--- src/rtl/pwm_mid_pkg.sv ---
package pwm_mid_pkg;

  // Default width of the count and of the duty command.
  localparam int unsigned PWM_W_DEFAULT = 8;

  // Signed "strictly greater" of two equally sized words held in plain vectors.
  function automatic logic sgt8(input logic [PWM_W_DEFAULT-1:0] a,
                                input logic [PWM_W_DEFAULT-1:0] b);
    return $signed(a) > $signed(b);
  endfunction

endpackage

--- src/rtl/pwm_mid_counter.sv ---
module pwm_mid_counter #(
  parameter int unsigned W = 8
) (
  input  logic         clk,
  input  logic         rst,
  input  logic         en,
  output logic [W-1:0] cnt_o,
  output logic [W-1:0] nxt_o,
  output logic         wrap_o
);
  // First count of a period is the most negative value, last the most positive.
  localparam logic [W-1:0] CNT_FIRST = {1'b1, {(W-1){1'b0}}};
  localparam logic [W-1:0] CNT_LAST  = {1'b0, {(W-1){1'b1}}};

  logic [W-1:0] cnt_q;

  always_ff @(posedge clk) begin
    if (rst) begin
      cnt_q <= CNT_FIRST;
    end else if (en) begin
      cnt_q <= cnt_q + 1'b1;
    end
  end

  assign cnt_o  = cnt_q;
  assign nxt_o  = cnt_q + 1'b1;
  assign wrap_o = (cnt_q == CNT_LAST);
endmodule

--- src/rtl/pwm_mid_latch.sv ---
module pwm_mid_latch #(
  parameter int unsigned W = 8
) (
  input  logic         clk,
  input  logic         rst,
  input  logic         load,
  input  logic [W-1:0] d_i,
  output logic [W-1:0] q_o
);
  // Reset value is the largest positive command: output stays low.
  localparam logic [W-1:0] CMP_RESET = {1'b0, {(W-1){1'b1}}};

  logic [W-1:0] q_q;

  always_ff @(posedge clk) begin
    if (rst) begin
      q_q <= CMP_RESET;
    end else if (load) begin
      q_q <= d_i;
    end
  end

  assign q_o = q_q;
endmodule

--- src/rtl/pwm_mid_outstage.sv ---
module pwm_mid_outstage #(
  parameter int unsigned W = 8
) (
  input  logic         clk,
  input  logic         rst,
  input  logic         en,
  input  logic         wrap_i,
  input  logic [W-1:0] nxt_i,
  input  logic [W-1:0] cmp_i,
  output logic         pwm_o,
  output logic         start_o
);
  logic pwm_q;
  logic start_q;
  logic above;

  // Signed compare of the count about to be entered against the captured value.
  assign above = $signed(nxt_i) > $signed(cmp_i);

  always_ff @(posedge clk) begin
    if (rst) begin
      pwm_q   <= 1'b0;
      start_q <= 1'b0;
    end else begin
      start_q <= en & wrap_i;
      if (en) begin
        if (wrap_i) begin
          pwm_q <= 1'b0;
        end else if (above) begin
          pwm_q <= 1'b1;
        end
      end
    end
  end

  assign pwm_o   = pwm_q;
  assign start_o = start_q;
endmodule

--- src/rtl/pwm_midpoint_gen.sv ---
module pwm_midpoint_gen #(
  parameter int unsigned W = pwm_mid_pkg::PWM_W_DEFAULT
) (
  input  logic         clk,
  input  logic         rst,
  input  logic         en,
  input  logic [W-1:0] duty_i,
  output logic         pwm_o,
  output logic         period_start_o
);
  logic [W-1:0] cnt_q;
  logic [W-1:0] cnt_nxt;
  logic         wrap;
  logic [W-1:0] cmp_q;

  pwm_mid_counter #(.W(W)) u_cnt (
    .clk    (clk),
    .rst    (rst),
    .en     (en),
    .cnt_o  (cnt_q),
    .nxt_o  (cnt_nxt),
    .wrap_o (wrap)
  );

  pwm_mid_latch #(.W(W)) u_cmp (
    .clk  (clk),
    .rst  (rst),
    .load (en & wrap),
    .d_i  (duty_i),
    .q_o  (cmp_q)
  );

  pwm_mid_outstage #(.W(W)) u_out (
    .clk     (clk),
    .rst     (rst),
    .en      (en),
    .wrap_i  (wrap),
    .nxt_i   (cnt_nxt),
    .cmp_i   (cmp_q),
    .pwm_o   (pwm_o),
    .start_o (period_start_o)
  );
endmodule

--- config.mk ---
export PLATFORM = sky130hd
export DESIGN_NAME = pwm_midpoint_gen
export DESIGN_NICKNAME = d
export VERILOG_FILES = /design/src/rtl/pwm_mid_pkg.sv /design/src/rtl/pwm_mid_counter.sv /design/src/rtl/pwm_mid_latch.sv /design/src/rtl/pwm_mid_outstage.sv /design/src/rtl/pwm_midpoint_gen.sv
export SDC_FILE = /design/constraint.sdc
export NUM_CORES = 1
export LEC_CHECK = 0
export BUFFER_PORTS_ARGS = -buffer_cell sky130_fd_sc_hd__buf_2
export CORE_MARGIN = 2
export CORE_UTILIZATION = 30
export CTS_CLUSTER_SIZE = 40
export DETAILED_ROUTE_END_ITERATION = 10
export RECOVER_POWER = 100
export SYNTH_ARGS = -nofsm -noshare
export SYNTH_HDL_FRONTEND = slang
export SYNTH_SLANG_ARGS = --single-unit
export TNS_END_PERCENT = 1
--- constraint.sdc ---
create_clock -name clk -period 2.4 [get_ports clk]
set_input_delay 0.48 -clock clk [delete_from_list [all_inputs] [get_ports clk]]
set_output_delay 0.48 -clock clk [all_outputs]
set_load 0.02 [all_outputs]
* Yosys cells after proc, flatten, opt, wreduce, memory -nomap -nowiden
Cells that the tools add are included.
** Operators by class
- $add $sub $neg :: 1
- $lt $le $gt $ge :: 1
- Equal/unequal tests :: 1
- Muxes and demuxes :: 2
- Bitwise gates (word level) :: 1
- Reductions and logical operators :: 2
** Operators with widths (number)
- adder 8 x 1 -> 8 bit (second input constant) :: 1
- == test 8 x 7 -> 1 bit (second input constant) :: 1
- > comparator 8 bit :: 1
- 2-to-1 mux 1 bit :: 2
- AND reduction 2 bit :: 1
- nonzero test 2 bit :: 1
- AND 1 bit :: 1
** Word-level totals
- Register bits :: 18
- Input bits :: 11
- Output and inout bits :: 2
- Logic and storage cells :: 12

* Longest topological paths before layout
Gate-level depths: netlist of the first run.
- Depth in word-level cells :: 4
- Gate-level depth with buffers :: 11
- Gate-level depth less buffers :: 11

* By module
Synthesis of the first run repeated with hierarchy kept, for this count alone.
** Second synthesis, totals
- Cell total of the unflattened synthesis :: 119
- Area total of the unflattened synthesis :: 1073.5 µm²
** Modules (own cells, without submodules)
- pwm_mid_counter :: instances 1, cells each 54, area an instance 466.7 µm², sequential area each 160.2 µm²
- pwm_mid_latch :: instances 1, cells each 26, area an instance 304.0 µm², sequential area each 160.2 µm²
- pwm_mid_outstage :: instances 1, cells each 38, area an instance 296.5 µm², sequential area each 40.0 µm²
- pwm_midpoint_gen :: instances 1, cells each 1, area an instance 6.3 µm², sequential area each 0.0 µm²

* Worst setup path before layout of the first run
Ideal clock, no wire load.
- Path kind :: register to register
- From :: register u_cnt.cnt_q[3], in the netlist u_cnt.cnt_o[3]
- To :: register u_out.pwm_q, in the netlist u_out.pwm_o
- Library setup time :: 0.062 ns
- Arrival time :: 1.993 ns
- Data required time :: 2.338 ns
- Slack :: 0.345 ns
- Cell stages (with the launch flop) :: 12
- Buffers on the path :: 1
- Period minus slack after synthesis :: 2.055 ns
- Cells stage by stage :: dfxtp_1 > buf_2 > nand3_1 > nor2_1 > nand3_1 > xnor2_1 > ha_1 > nand4_1 > o21ai_0 > nor2_1 > or3b_1 > nand3_1
** Between the ends
- Cells in the longest elaborated chain, start to end :: 4
- Elaborated cells on any way between the ends :: 6
- Classes of those cells :: add/sub (1); order compare (1); eq/ne (1); mux (1); reduce/logical (2)
** RTL lines
- start: declaration :: line pwm_mid_counter.sv:15 : logic [W-1:0] cnt_q;
- start signal: assignment :: line pwm_mid_counter.sv:21 : cnt_q <= cnt_q + 1'b1;
- adder 8 x 1 -> 8 bit :: line pwm_mid_counter.sv:26 : assign nxt_o = cnt_q + 1'b1;
- named net cnt_nxt[7] :: line pwm_midpoint_gen.sv:12 : logic [W-1:0] cnt_nxt;
- > comparator 8 bit :: line pwm_mid_outstage.sv:18 : assign above = $signed(nxt_i) > $signed(cmp_i);
- nonzero test 2 bit (no line)
- AND reduction 2 bit (no line)
- end signal: assignment :: line pwm_mid_outstage.sv:22 : pwm_q <= 1'b0;
- end signal: assignment :: line pwm_mid_outstage.sv:28 : pwm_q <= 1'b0;
- end signal: assignment :: line pwm_mid_outstage.sv:30 : pwm_q <= 1'b1;
- end: declaration :: line pwm_mid_outstage.sv:13 : logic pwm_q;
The timed path passes the listed nets, and every way through them passes these cells.
A chain may end at the register's enable or synchronous reset.

* Final worst setup path of the first run
- From :: register u_cnt.cnt_q[0], in the netlist u_cnt.cnt_o[0]
- To :: register u_out.pwm_q, in the netlist u_out.pwm_o
Same word-level chain as after synthesis.

==> reports/qor.yml, run 1 <==
status: "complete, no violations"
grt_pass1_vias: 745
relSlewSlack_pct: 75.62
dr.pass1.iters: 4
synth_nets: 134
io_pins: 13
finalMaxSlewViolations: 0
ys_warn_count: 0
dieWidth_um: 60.63
rsz0062_at_grt: "no"
finalClockSkew_ns: 0.003107
max-cap-violations: 0
clk_latency_ns: 0.29
pwr-share-seq_pct: 57.4
synth.distinct_cells: 24
p_int_uw: 412.8
crit_fanout: 6
ir_worst_vdd_mv: 0.1959
period_share_pct: 91.52
numCtsBuffers: 3
comb_power_share_pct: 7.2
syn_area_um2: 962.2
cp-end-kind: "flip-flop"
avgSynthCellArea_um2: 8.440
drtIter0Drc: 16
grt_pass1_wl_um: 3056
die_h_um: 60.63
final_cell_mix: "dfxtp_1 (18), nor2_1 (16), inv_1 (10), a21oi_1 (10), buf_2 (10)"
cts_setup_buffers: 0
yosysTopAreaCell: "dfxtp_1"
place_ws_ns: 0.1692
setup_viol: 0
synth_seq_cells: 18
vias_per_cell: 4.509
synth_top_cell_area_share_pct: 37.45
io_buffers: 12
ys_top_cells_by_area: "dfxtp_1 (37%), ha_1 (12%), xor2_1 (7.3%)"
die_area_um2: 3676
cts-root-buf: "clkbuf_4"
tightest_slew_ns: 0.3650
gp_congestion: 0.7217
overflow: 0
drc: 0
diodes: 0
finalSetupTns_ns: 0
core_um2: 3053
nNetsFinal: 148
ctsLongestPathBuffers: 2
cp.required_ns: 2.65
grtUsageTotal_pct: 11.40
drt-wirelength-per-cell_um: 10.20
start_kind: "flip-flop"
holdWs_ns: 0.3773
fmax_mhz: 455.3
pwr-share-clk_pct: 35.3
p_switching_uw: 122.3
p_leak_uw: 0.0004996
switching_share_pct: 22.86
path_clk_slew_ns: 0.11
p_per_area_nw_per_um2: 492.2
holdBufCountCts: 0
wl_um: 1744
grt_max_degree: 11
layout_commonest_cell: "dfxtp_1"
path_class: "reg -> reg"
drive_above_1_share_pct: 12.60
rows: 20
htreeDepth: 1
seq_area_frac_synth_pct: 37.45
hp-class: "in -> reg"
critPathArrivalTime_ns: 2.44
dp_hpwl_um: 1333
cts_tree: "built"
syn_inst: 114
ctsResizeCount: 0
start_util_pct: 31.52
antenna_found_initial: 0
vias: 771
finalCriticalPeriod_ns: 2.196
fin_ws_ns: 0.2036
ant_nets: 0
hold_violations: 0
cts.sinks: 18
syn2layout_area_growth_pct: 13.00
per-stage QoR:
stage,area (um2),utilization (%),total power (uW),std cells
6_report,1087,35.61,535.1,171
4_1_cts,1095,35.86,540.2,171
3_3_place_gp,1059,34.67,350.4,167
3_5_place_dp,1059,34.67,352.5,167
5_1_grt,1087,35.61,563.4,171
2_1_floorplan,962.2,-,338.7,114
final cells by class:
cell class                 instances  area (um2)
fill                             341        1966
inverter                          10       37.54
clock buffer                       4       36.28
timing repair buffer              15       72.57
sequential                        18       360.3
tap                               44       55.05
multi-input combinational         80       525.5
routing by layer:
metal / share of wire, % / track usage (%) / up-vias / wire, um
met1: 48 / 13.39 / 351 / 843
met5: 0 / 0 / - / 0
li1: - / - / 405 / -
met2: 45 / 18.74 / 13 / 784
met3: 5.1 / 4.904 / 2 / 89
met4: 1.5 / 3.727 / 0 / 27
kinds of logic (layout without fill, tap and decap cells):
family,Yosys count,in the layout,synth area share [%]
xor gates and xnor gates,13,13,11.83
DFF,18,18,37.45
adders and majority gates,9,9,11.70
AOI/OAI and AO/OA,17,17,10.01
muxes,1,1,1.040
buffers and inverters,16,29,8.191
and+or+nand+nor,40,40,19.77
power groups by stage:
| stage | sequential (uW) | clock [uW] | combinational, uW |
|---|---|---|---|
| 2_1_floorplan | 313 | 0 | 25.7 |
| 3_3_place_gp | 313 | 0 | 36.9 |
| 3_5_place_dp | 314 | 0 | 38.2 |
| 4_1_cts | 307 | 194 | 38.5 |
| 5_1_grt | 308 | 211 | 44.5 |
| 6_report | 307 | 189 | 38.6 |
path summary, 6_finish.rpt:
path	startpoint	endpoint	slack [ns]	depth (start not counted)
max	u_cnt.cnt_o[0]	u_out.pwm_o	0.20	11
min	duty_i[7]	u_cmp.q_o[7]	0.38	3
max reg2reg	u_cnt.cnt_o[0]	u_out.pwm_o	0.20	11
min reg2reg	u_cmp.q_o[3]	u_cmp.q_o[3]	0.47	2
synth_stat cells:
| master | count |
|---|---|
| or3_1 | 1 |
| nand2b_1 | 1 |
| xnor2_1 | 5 |
| nand3_1 | 6 |
| o21bai_1 | 1 |
| buf_6 | 1 |
| or3b_1 | 1 |
| o22a_1 | 1 |
| dfxtp_1 | 18 |
| o21ai_0 | 3 |
| mux2i_1 | 1 |
| nand2_1 | 7 |
| nor2b_1 | 1 |
| nand4b_1 | 1 |
| xor2_1 | 8 |
| nand4_1 | 6 |
| inv_1 | 9 |
| buf_4 | 2 |
| inv_2 | 1 |
| buf_2 | 3 |
| o211ai_1 | 2 |
| a21oi_1 | 10 |
| ha_1 | 9 |
| nor2_1 | 16 |
registers in the layout, summed over array words and instances, names as in the netlist:
register and count:
u_cmp.q_o 8, u_cnt.cnt_o 8, u_out.start_o 1, u_out.pwm_o 1
critical path, stage by stage, from the launching register on:
cell     delay (ns)
dfxtp_1        0.46
ha_2           0.28
inv_1          0.06
nor2_1         0.14
nand2_1        0.08
xnor2_1        0.14
ha_1           0.29
nand4_1        0.09
o21ai_0        0.09
nor2_1         0.11
or3b_1         0.35
nand3_1        0.08
Power figures use the tool's default switching activity.
==> inputs of run 2 (changes only) <==
Settings changed: RECOVER_POWER 100 to 50.
==> run 2 against run 1 <==
Via count unchanged; cell count unchanged; maximum frequency about the same; design area unchanged; worst setup slack about the same; wire length unchanged; sequential cell count unchanged; power about the same; register-to-register slack about the same; first-iteration DRC count unchanged; largest power group unchanged; highest routed layer unchanged.
==> reports/qor.yml, run 2 (synthesis gave the netlist of run 1 again) <==
p_per_area_nw_per_um2: 492.2
finalSetupTns_ns: 0
syn2layout_area_growth_pct: 13.00
start_util_pct: 31.52
hold_violations: 0
comb_power_share_pct: 7.2
die_area_um2: 3676
drc: 0
rsz0062_at_grt: "no"
wl_um: 1744
vias: 771
path_clk_slew_ns: 0.11
htreeDepth: 1
io_pins: 13
critPathBufInv: 1
switching_share_pct: 22.86
layout_commonest_cell: "dfxtp_1"
cts_setup_buffers: 0
multi_input_area_um2: 525.5
cp-end-kind: "flip-flop"
r2r_cells: 11
die_h_um: 60.63
routed.top_layer: "met4"
crit_fanout: 6
status: "complete, no violations"
finalCriticalPeriod_ns: 2.196
core_um2: 3053
pwr-share-clk_pct: 35.4
start_kind: "flip-flop"
r2r_end: "u_out.pwm_o"
wl_met1_um: 843
setup_viol: 0
tightest_slew_ns: 0.3650
ir_worst_vdd_mv: 0.1959
vias_per_cell: 4.509
num-fill-cells: 341
rr_startpoint: "u_cnt.cnt_o[0]"
cts_tree: "built"
io_buffers: 12
clk_latency_ns: 0.29
gp_congestion: 0.7217
cp_slowest_cell: "dfxtp_1"
cp.depth: 11
worst_path_dominant_cell_family: "simple AND/OR/NAND/NOR gates"
max-cap-violations: 0
p_leak_uw: 0.0004971
final_cell_mix: "dfxtp_1 (18), nor2_1 (16), a21oi_1 (10), buf_2 (10), inv_1 (9)"
numCtsBuffers: 3
dp_hpwl_um: 1333
hp-class: "in -> reg"
antenna_found_initial: 0
drt-wirelength-per-cell_um: 10.20
finalMaxSlewViolations: 0
dieWidth_um: 60.63
drive_above_1_share_pct: 13.39
fin_cells: 171
pwr-share-seq_pct: 57.4
cts-root-buf: "clkbuf_4"
diodes: 0
fmax_mhz: 455.3
path_class: "reg -> reg"
holdBufCountCts: 0
cp_cell_sequence: "ha_2 -> inv_1 -> nor2_1 -> nand2_1 -> xnor2_1 -> ha_1 -> nand4_1 -> o21ai_0 -> nor2_1 -> or3b_1 -> nand3_1"
p_int_uw: 412.8
route.met3.wl_um: 89
p_switching_uw: 122.4
relSlewSlack_pct: 75.62
dr.pass1.iters: 4
route.met2.wl_um: 784
overflow: 0
grt_pass1_wl_um: 3056
finalClockSkew_ns: 0.003117
grtUsageTotal_pct: 11.40
cp_slowest_stage_delay_ns: 0.46
r2r_slack_ns: 0.20
drtIter0Drc: 16
cp-startpoint: "u_cnt.cnt_o[0]"
nNetsFinal: 148
critPathArrivalTime_ns: 2.44
cp.required_ns: 2.65
ant_nets: 0
dpl.cell_count: 167
rows: 20
regArea_um2: 360.3
grt_pass1_vias: 745
endpoint: "u_out.pwm_o"
crit_path_frequent_cell: "nor2_1"
grt_max_degree: 11
cts.sinks: 18
ctsResizeCount: 0
ctsLongestPathBuffers: 2
period_share_pct: 91.52
-- run 2: changes by cell type in the layout (fill, tap and decap cells not counted) --
| cell | change |
|---|---|
| inv_2 | +1 |
| inv_1 | -1 |
-- run 2: per-stage QoR --
stage / util (%) / cell area, um2 / hold slack, ns / setup WS (ns) / total power [uW]
floorplan: - / 962.2 / 0.4357 / 0.3452 / 338.7
global placement: 34.67 / 1059 / 0.4480 / 0.2532 / 350.4
detailed placement: 34.67 / 1059 / 0.4537 / 0.1692 / 352.5
CTS: 35.86 / 1095 / 0.3763 / 0.1488 / 540.2
global route: 35.61 / 1087 / 0.3748 / 0.01920 / 563.4
finish: 35.61 / 1087 / 0.3772 / 0.2036 / 535.2
-- run 2: power by group through the flow --
stage | clock network [uW] | registers, uW | logic [uW]
floorplan | 0 | 313 | 25.7
finish | 189 | 307 | 38.6
global placement | 0 | 313 | 36.9
detailed placement | 0 | 314 | 38.2
CTS | 194 | 307 | 38.5
global route | 211 | 308 | 44.5
-- run 2: layout make-up --
| cell class | instances | area share (%) |
|---|---|---|
| tap | 44 | 5.063 |
| multi-input combinational | 80 | 48.33 |
| timing repair buffer | 15 | 6.674 |
| sequential | 18 | 33.14 |
| clock buffer | 4 | 3.337 |
| inverter | 10 | 3.452 |
-- run 2: how the worst min path moves through the flow --
stage,startpoint,endpoint,slack (ns),depth (start not counted)
2_1_floorplan,u_cmp.q_o[1],u_cmp.q_o[1],0.44,2
3_3_place_gp,u_out.pwm_o,u_out.pwm_o,0.45,2
3_5_place_dp,u_out.pwm_o,u_out.pwm_o,0.45,2
4_1_cts,duty_i[7],u_cmp.q_o[7],0.38,3
5_1_grt,duty_i[0],u_cmp.q_o[0],0.37,2
6_report,duty_i[7],u_cmp.q_o[7],0.38,3
-- run 2: metal layers --
layer / vias to the layer above / GRT usage [%]
li1: 405 / -
met1: 351 / 13.39
met2: 13 / 18.74
met3: 2 / 4.904
met4: 0 / 3.727
met5: - / 0
-- run 2: worst min-delay path: cells and delay by family --
family / cells / cell delay (ns)
buffers and inverters: 1 / 0.08
AO/OA/AOI/OAI: 1 / 0.05
AND/OR/NAND/NOR: 1 / 0.04
==> inputs of run 3 (changes only) <==
Settings changed: PLACE_DENSITY_LB_ADDON set to 0.25, SETUP_SLACK_MARGIN set to 0.15, SYNTH_HIERARCHICAL set to 1.
==> run 3 against run 2 <==
Cell count rose by 4.1%; sequential cell count unchanged; synthesized cell count grew 4.4%; sequential share of layout area shrank 2.9 points; worst setup slack improved by 0.058 ns; largest power group unchanged; power rose by 3.3%; non-clock buffer count up 1; utilization decreased by 0.29 points; maximum frequency rose by 2.7%; critical path type unchanged; global-route usage down 0.87 points.
==> reports/qor.yml, run 3 <==
drc: 0
setup_viol: 0
pwr-share-clk_pct: 35.6
wl_um: 2017
hp-class: "in -> reg"
comb_power_share_pct: 8.9
whs_endpoint: "u_cmp/q_o[5]"
layout_commonest_cell: "dfxtp_1"
grtUsageTotal_pct: 10.53
ant_nets: 0
drive_above_1_share_pct: 18.94
syn_area_um2: 1074
synth_edf_count: 0
start_kind: "flip-flop"
yosysMostFrequentCell: "dfxtp_1"
r2r_cells: 9
gp_congestion: 0.7063
min_from: "duty_i[5]"
relSlewSlack_pct: 73.16
synth.distinct_cells: 37
die_area_um2: 4073
p_leak_uw: 0.0005617
synth_nets: 139
rows: 21
r2r_slack_ns: 0.26
drtIter0Drc: 16
synth_top_cell_area_share_pct: 33.57
fin_util_pct: 35.33
ys_warn_count: 6
hold_depth: 2
final_cell_mix: "dfxtp_1 (17), buf_2 (10), nor2_1 (10), inv_1 (10), ha_1 (8)"
finalCriticalPeriod_ns: 2.139
finalMaxSlewViolations: 0
cts-root-buf: "clkbuf_4"
io_pins: 13
start_util_pct: 31.67
dieWidth_um: 63.82
cts_setup_buffers: 0
status: "complete, no violations"
antenna_found_initial: 0
place_ws_ns: 0.2244
ir_worst_vdd_mv: 0.3276
hold_violations: 0
path_clk_slew_ns: 0.11
fin_ws_ns: 0.2613
fmax_mhz: 467.6
tightest_slew_ns: 0.4026
nNetsFinal: 153
diodes: 0
p_per_area_nw_per_um2: 461.5
grt_max_degree: 19
ctsLongestPathBuffers: 2
grt_pass1_wl_um: 3325
io_buffers: 12
pwr-share-seq_pct: 55.5
numCtsBuffers: 3
holdWs_ns: 0.3694
p_switching_uw: 133.8
cp.required_ns: 2.65
cts.sinks: 18
crit_fanout: 5
clk_latency_ns: 0.30
finalSetupTns_ns: 0
max-cap-violations: 0
dp_hpwl_um: 1523
syn2layout_area_growth_pct: 11.54
overflow: 0
finalClockSkew_ns: 0.004256
synthFlopType: "dfxtp_1"
ys_top_cells_by_count: "dfxtp_1 (18), inv_1 (10), nor2_1 (10), ha_1 (9)"
yosysTopAreaCell: "dfxtp_1"
synth_seq_cells: 18
rr_startpoint: "u_cnt/cnt_o[0]"
r2r_end: "u_out/pwm_o"
switching_share_pct: 24.22
avgSynthCellArea_um2: 9.021
path_class: "reg -> reg"
dr.pass1.iters: 4
async_flop_share_pct: 0
vias: 820
grt_pass1_vias: 773
seq_area_frac_synth_pct: 33.57
critPathArrivalTime_ns: 2.39
htreeDepth: 1
vias_per_cell: 4.607
syn_inst: 119
drt-wirelength-per-cell_um: 11.33
die_h_um: 63.82
period_share_pct: 89.11
ys_top_cells_by_area: "dfxtp_1 (34%), ha_1 (10%), a211o_1 (5.7%)"
p_int_uw: 418.8
cp-end-kind: "flip-flop"
cts_tree: "built"
core_um2: 3390
rsz0062_at_grt: "no"
run 3: how the worst max path moves through the flow:
stage / startpoint / endpoint / slack [ns] / cells past startpoint
2_1_floorplan: u_cnt/cnt_o[0] / u_out/pwm_o / 0.33 / 9
3_5_place_dp: u_cnt/cnt_o[1] / u_out/pwm_o / 0.22 / 9
5_1_grt: u_cnt/cnt_o[0] / u_out/pwm_o / 0.14 / 9
4_1_cts: u_cnt/cnt_o[1] / u_out/pwm_o / 0.20 / 9
6_report: u_cnt/cnt_o[0] / u_out/pwm_o / 0.26 / 9
3_3_place_gp: u_cnt/cnt_o[1] / u_out/pwm_o / 0.28 / 9
run 3: final cells by class:
cell class	instances	area (um2)
inverters	10	37.54
fillers	365	2192
clock buffers	4	36.28
multi-input cells	84	616.8
flip-flops and latches	18	361.6
repair buffers	16	87.58
well taps	46	57.56
run 3: per-layer routing:
layer | wire (um) | GRT usage (%) | share of wire (%)
met1 | 981 | 12.70 | 49
met2 | 955 | 17.84 | 47
met3 | 71 | 3.697 | 3.5
met4 | 9 | 2.446 | 0.45
met5 | 0 | 0 | 0
run 3: logic make-up after synthesis:
group,after synthesis,share of synthesized area [%]
simple gates,42,24.59
flops,18,33.57
fa+ha+maj,9,10.49
xor+xnor,10,8.159
compound gates,21,13.52
buf+inv,17,7.809
mux,2,1.865
run 3: worst max-delay path, stage by stage (launching register included):
cell,delay (ns)
dfxtp_1,0.42
ha_2,0.26
nand3_2,0.12
nor2_1,0.13
xor2_1,0.08
ha_1,0.29
and4_1,0.21
nand3_1,0.10
or3_1,0.35
a21oi_1,0.12
run 3: through the flow:
step	area [um2]	cells	total power, uW
after global routing	1197	178	579.9
after CTS	1211	178	559.7
final	1197	178	552.6
after global placement	1175	174	364.3
after detailed placement	1175	174	364.7
after floorplan	1074	119	345.9
run 3: power by group through the flow:
stage               clock, uW  sequential, uW  combinational (uW)
finish                    197             307                49.0
global route              216             308                56.2
CTS                       201             307                51.2
detailed placement          0             314                50.8
global placement            0             313                50.8
floorplan                   0             314                32.1
run 3: repair_timing:
| action | 4_1_cts | 5_1_grt |
|---|---|---|
| hold buffers | 0 | 0 |
| endpoints found under the setup margin | 0 | 1 |
| gates resized for setup | 0 | 3 |
